$ cat config.mk
export PLATFORM = sky130hd
export DESIGN_NAME = dpwm_channel
export DESIGN_NICKNAME = d
export VERILOG_FILES = /design/src/rtl/dpwm_pkg.sv /design/src/rtl/dpwm_timebase.sv /design/src/rtl/dpwm_cmp_buf.sv /design/src/rtl/dpwm_shaper.sv /design/src/rtl/dpwm_channel.sv
export SDC_FILE = /design/constraint.sdc
export NUM_CORES = 1
export LEC_CHECK = 0
export BUFFER_PORTS_ARGS = -buffer_cell sky130_fd_sc_hd__clkbuf_2
export CORE_ASPECT_RATIO = 1.25
export CORE_MARGIN = 4
export CORE_UTILIZATION = 33
export DETAILED_ROUTE_END_ITERATION = 6
export PLACE_DENSITY = 0.59
export SLEW_MARGIN = 30
export SYNTH_ARGS = -nofsm -noshare
export SYNTH_HDL_FRONTEND = slang
export SYNTH_SLANG_ARGS = --single-unit
$ cat constraint.sdc
create_clock -name clk -period 9.3 [get_ports clk]
set_input_delay 1.86 -clock clk [delete_from_list [all_inputs] [get_ports clk]]
set_output_delay 1.86 -clock clk [all_outputs]
set_load 0.1 [all_outputs]
$ cat src/rtl/dpwm_pkg.sv
package dpwm_pkg;

    localparam int DITH_W = 8;
    localparam int FRAMES = 1 << DITH_W;

    typedef logic [DITH_W-1:0] dith_t;

    typedef enum logic {
        RELOAD_FRAME  = 1'b0,
        RELOAD_PERIOD = 1'b1
    } reload_e;

    typedef struct packed {
        logic running;
        logic period_last;
        logic frame_last;
        logic start;
    } tick_t;

    function automatic dith_t bit_rev(input dith_t v);
        dith_t r;
        for (int i = 0; i < DITH_W; i++) begin
            r[i] = v[DITH_W-1-i];
        end
        return r;
    endfunction

    function automatic logic extra_clock(input dith_t frame_idx, input dith_t frac);
        return bit_rev(frame_idx) < frac;
    endfunction

endpackage

$ cat src/rtl/dpwm_timebase.sv
module dpwm_timebase
    import dpwm_pkg::*;
#(
    parameter int CNT_W = 6
) (
    input  logic             clk,
    input  logic             rst,
    input  logic             enable,
    output logic [CNT_W-1:0] sub_cnt,
    output dith_t            frame_cnt,
    output tick_t            tick
);

    localparam logic [CNT_W-1:0] SUB_MAX   = {CNT_W{1'b1}};
    localparam dith_t            FRAME_MAX = dith_t'(FRAMES - 1);

    logic             run_q;
    logic [CNT_W-1:0] sub_q;
    dith_t            frame_q;

    always_comb begin
        tick.running     = run_q;
        tick.start       = enable && !run_q;
        tick.period_last = enable && run_q && (sub_q == SUB_MAX);
        tick.frame_last  = tick.period_last && (frame_q == FRAME_MAX);
    end

    always_ff @(posedge clk) begin
        if (rst || !enable) begin
            run_q   <= 1'b0;
            sub_q   <= '0;
            frame_q <= '0;
        end else if (!run_q) begin
            run_q   <= 1'b1;
            sub_q   <= '0;
            frame_q <= '0;
        end else begin
            sub_q <= sub_q + 1'b1;
            if (sub_q == SUB_MAX) begin
                frame_q <= frame_q + 1'b1;
            end
        end
    end

    assign sub_cnt   = sub_q;
    assign frame_cnt = frame_q;

endmodule

$ cat src/rtl/dpwm_cmp_buf.sv
module dpwm_cmp_buf
    import dpwm_pkg::*;
#(
    parameter int CMP_W = 14
) (
    input  logic             clk,
    input  logic             rst,
    input  logic             wr,
    input  logic [CMP_W-1:0] wdata,
    input  reload_e          mode,
    input  tick_t            tick,
    output logic [CMP_W-1:0] active_cmp
);

    logic [CMP_W-1:0] hold_q;
    logic [CMP_W-1:0] act_q;
    logic [CMP_W-1:0] hold_next;
    logic             load;

    always_comb begin
        hold_next = wr ? wdata : hold_q;
        unique case (mode)
            RELOAD_PERIOD: load = tick.start || tick.period_last;
            default:       load = tick.start || tick.frame_last;
        endcase
    end

    always_ff @(posedge clk) begin
        if (rst) begin
            hold_q <= '0;
            act_q  <= '0;
        end else begin
            hold_q <= hold_next;
            if (load) begin
                act_q <= hold_next;
            end
        end
    end

    assign active_cmp = act_q;

endmodule

$ cat src/rtl/dpwm_shaper.sv
module dpwm_shaper
    import dpwm_pkg::*;
#(
    parameter int CNT_W = 6
) (
    input  logic                    running,
    input  logic [CNT_W-1:0]        sub_cnt,
    input  dith_t                   frame_cnt,
    input  logic [CNT_W+DITH_W-1:0] active_cmp,
    input  logic                    act_high,
    output logic                    pwm_out
);

    localparam int CMP_W = CNT_W + DITH_W;

    logic [CNT_W:0] duty;
    logic           active;
    dith_t          frac;

    always_comb begin
        frac   = active_cmp[DITH_W-1:0];
        duty   = {1'b0, active_cmp[CMP_W-1:DITH_W]}
               + {{CNT_W{1'b0}}, extra_clock(frame_cnt, frac)};
        active = running && ({1'b0, sub_cnt} < duty);
        pwm_out = act_high ? active : !active;
    end

endmodule

$ cat src/rtl/dpwm_channel.sv
module dpwm_channel
    import dpwm_pkg::*;
#(
    parameter  int CNT_W = 6,
    localparam int CMP_W = CNT_W + DITH_W
) (
    input  logic             clk,
    input  logic             rst,
    input  logic             cmp_wr,
    input  logic [CMP_W-1:0] cmp_wdata,
    input  logic             enable,
    input  logic             act_high,
    input  logic             sync_per_period,
    output logic             pwm_out
);

    tick_t            tick;
    logic [CNT_W-1:0] sub_w;
    dith_t            frm_w;
    logic [CMP_W-1:0] cmp_w;
    logic             run_w;
    reload_e          mode;

    assign mode  = sync_per_period ? RELOAD_PERIOD : RELOAD_FRAME;
    assign run_w = tick.running;

    dpwm_timebase #(.CNT_W(CNT_W)) u_timebase (
        .clk       (clk),
        .rst       (rst),
        .enable    (enable),
        .sub_cnt   (sub_w),
        .frame_cnt (frm_w),
        .tick      (tick)
    );

    dpwm_cmp_buf #(.CMP_W(CMP_W)) u_cmp_buf (
        .clk        (clk),
        .rst        (rst),
        .wr         (cmp_wr),
        .wdata      (cmp_wdata),
        .mode       (mode),
        .tick       (tick),
        .active_cmp (cmp_w)
    );

    dpwm_shaper #(.CNT_W(CNT_W)) u_shaper (
        .running    (run_w),
        .sub_cnt    (sub_w),
        .frame_cnt  (frm_w),
        .active_cmp (cmp_w),
        .act_high   (act_high),
        .pwm_out    (pwm_out)
    );

endmodule

==> reports/qor.yml <==
outcome:
  status: "completed"
yosys:
  synthArstFlopShare_pct: 0
  syn_area_sq_mm: 0.00191
  synth_edf_count: 0
  ys_types: 30
  yosys_warnings: 0
  ys_ff_latch: 43
  synth_cells: 193
  ys_seq_area_share_pct: 45.1
  avgSynthCellArea_sq_um: 9.90
  syn_nets: 229
  synth-main-ff-cell: "dfxtp_1"
detailed_routing:
  viasPerCell: 4.88
  dr.pass1.iters: 4
  vias: 1357
  route.detailed.drc: 0
  ant_nets: 0
  drt_iter0_drc: 44
  wl_mm: 3.38
  wl_per_cell_um: 12.2
placed_design:
  place.port_buffers: 20
  routabilityCongestion: 0.771
  dp_hpwl_mm: 2.61
critical_path:
  worst_setup_path_start_kind: "flip-flop"
  end_kind: "primary output"
  critical_path_required_ps: 7440
  arrival_ps: 3790
  worstPathMaxFanout: 4
  worstSetupPathType: "flip-flop to primary output"
sta:
  slew_viol_final: 0
  maxSlewHeadroom_pct: 64.1
  hold_viol_final: 0
  clock_skew_ps: 3.48
  setup_viol: 0
  worst_pin_slew_ps: 541
  period_minus_slack_ps: 5650
  max_freq_mhz: 177
  rsz0062_at_grt: "no"
  tns_ps: 0
  post-route-period-util_pct: 60.7
power:
  p_total_uw: 370
  powerDensity_mw_per_mm2: 172
  leakage_uw: 0.000909
  peakVddDrop_v: 0.000114
clock_network:
  cts.sinks: 43
  htree_levels: 2
  cts_resized: 0
  cts_max_path_buffers: 2
  cts_tree: "done"
  cts_setup_buffers: 0
  cts_root_buf: "clkbuf_8"
  hold_buffers: 0
  cts_buffers: 5
  clk_pin_slew_worst_paths_ps: 80
  insertion_delay_ps: 290
floorplanning:
  io_pins: 21
  core_area_sq_mm: 0.00552
  row_count: 30
  die_y_um: 93.1
  die_area_sq_mm: 0.00708
  start_util_pct: 34.6
  die_x_um: 76.1
flow_run:
  cap_violations: 0
layout:
  fillCellCount: 558
  mostFrequentLayoutCells: "dfxtp_1, nor2_1, clkbuf_2"
  area_delta_synth_final_pct: 13.0
  antenna_cells: 0
  drive_gt1_share_pct: 13.6
  nets: 250
  layout_commonest_cell: "dfxtp_1"
  utilization_pct: 39.1
global_routing:
  grt_max_degree: 17
  grt_pass1_vias: 1291
  grt_pass1_wl_mm: 5.93
  track_usage_pct: 10.2
  antenna_found_initial: 0
  grt_overflow: 0
hold_path:
  min_path_type: "flip-flop to flip-flop"
[kinds of logic (layout without fill, tap and decap cells)]
kind of cell	after synthesis	in the layout	synth area share [%]
flip-flops	43	43	45.1
multiplexers	14	14	7.33
AO/OA/AOI/OAI	31	31	12.1
adder cells (fa/ha/maj)	16	16	10.5
buffers and inverters	15	36	3.54
AND/OR/NAND/NOR	58	58	14.1
XOR/XNOR	16	16	7.33
[flip-flops by register name, indices dropped and copies added, names as in the netlist]
signal and flops:
u_timebase.frame_cnt 8, u_timebase.sub_cnt 6, u_cmp_buf.hold_q 14, u_timebase.run_q 1, u_cmp_buf.active_cmp 14
[layout make-up]
cell class | count | area (sq um) | area share, %
inverter | 9 | 33.8 | 1.56
tap | 64 | 80.1 | 3.71
clock inverter | 1 | 30.0 | 1.39
clock buffer | 6 | 72.6 | 3.36
sequential | 43 | 861 | 39.9
timing repair buffer | 20 | 100 | 4.63
multi-input combinational | 135 | 982 | 45.5
[synthesized netlist by cell type (5+ instances only)]
library cell  instances  area, sq um
xnor2_1               8         70.1
mux2i_1              14          140
a22o_1               14          123
nand3_1               8         40.0
dfxtp_1              43          861
inv_1                 9         33.8
a21oi_1               5         25.0
ha_1                 16          200
nand2_1              10         37.5
nor2_1               27          101
xor2_1                8         70.1
[path summary, 6_finish.rpt]
path / slack [ps] / to / depth (start not counted) / start
worst max-delay path: 3650 / pwm_out / 15 / u_timebase.frame_cnt[6]
worst max register to register: 7440 / u_cmp_buf.active_cmp[11] / 6 / u_timebase.frame_cnt[0]
worst min register to register: 480 / u_cmp_buf.active_cmp[7] / 1 / u_cmp_buf.active_cmp[7]
worst min-delay path: 480 / u_cmp_buf.active_cmp[7] / 1 / u_cmp_buf.active_cmp[7]
[worst max-delay path, stage by stage, from the launching register on]
cell,delay (ps)
dfxtp_1,410
ha_1,250
a21o_1,150
a21oi_1,140
o21ai_0,110
a31oi_1,200
ha_1,220
ha_1,210
nand3_1,100
xor2_1,170
ha_1,310
a2111o_1,370
a31oi_1,150
a21oi_1,70
xor2_1,160
clkbuf_2,480
[where the power goes]
part | total, uW | internal [uW] | switching (uW)
registers | 195 | 191 | 3.65
logic | 37.3 | 15.2 | 22.1
clock network | 138 | 78.7 | 59.7
total | 370 | 285 | 85.5
[routing by layer]
metal	wire length, um	global-route usage [%]
met5	0	0
met4	55	3.94
met3	114	2.79
met2	1500	16.0
met1	1720	13.4
[stage by stage]
step | area [sq um] | setup WS, ps | hold WS [ps] | instances
final | 2160 | 3650 | 481 | 278
after global routing | 2160 | 3420 | 498 | 278
after CTS | 2160 | 3620 | 489 | 278
after detailed placement | 2060 | 3970 | 471 | 271
after global placement | 2060 | 4060 | 464 | 271
after floorplan | 1910 | 3400 | 438 | 193
Power figures use the tool's default switching activity.
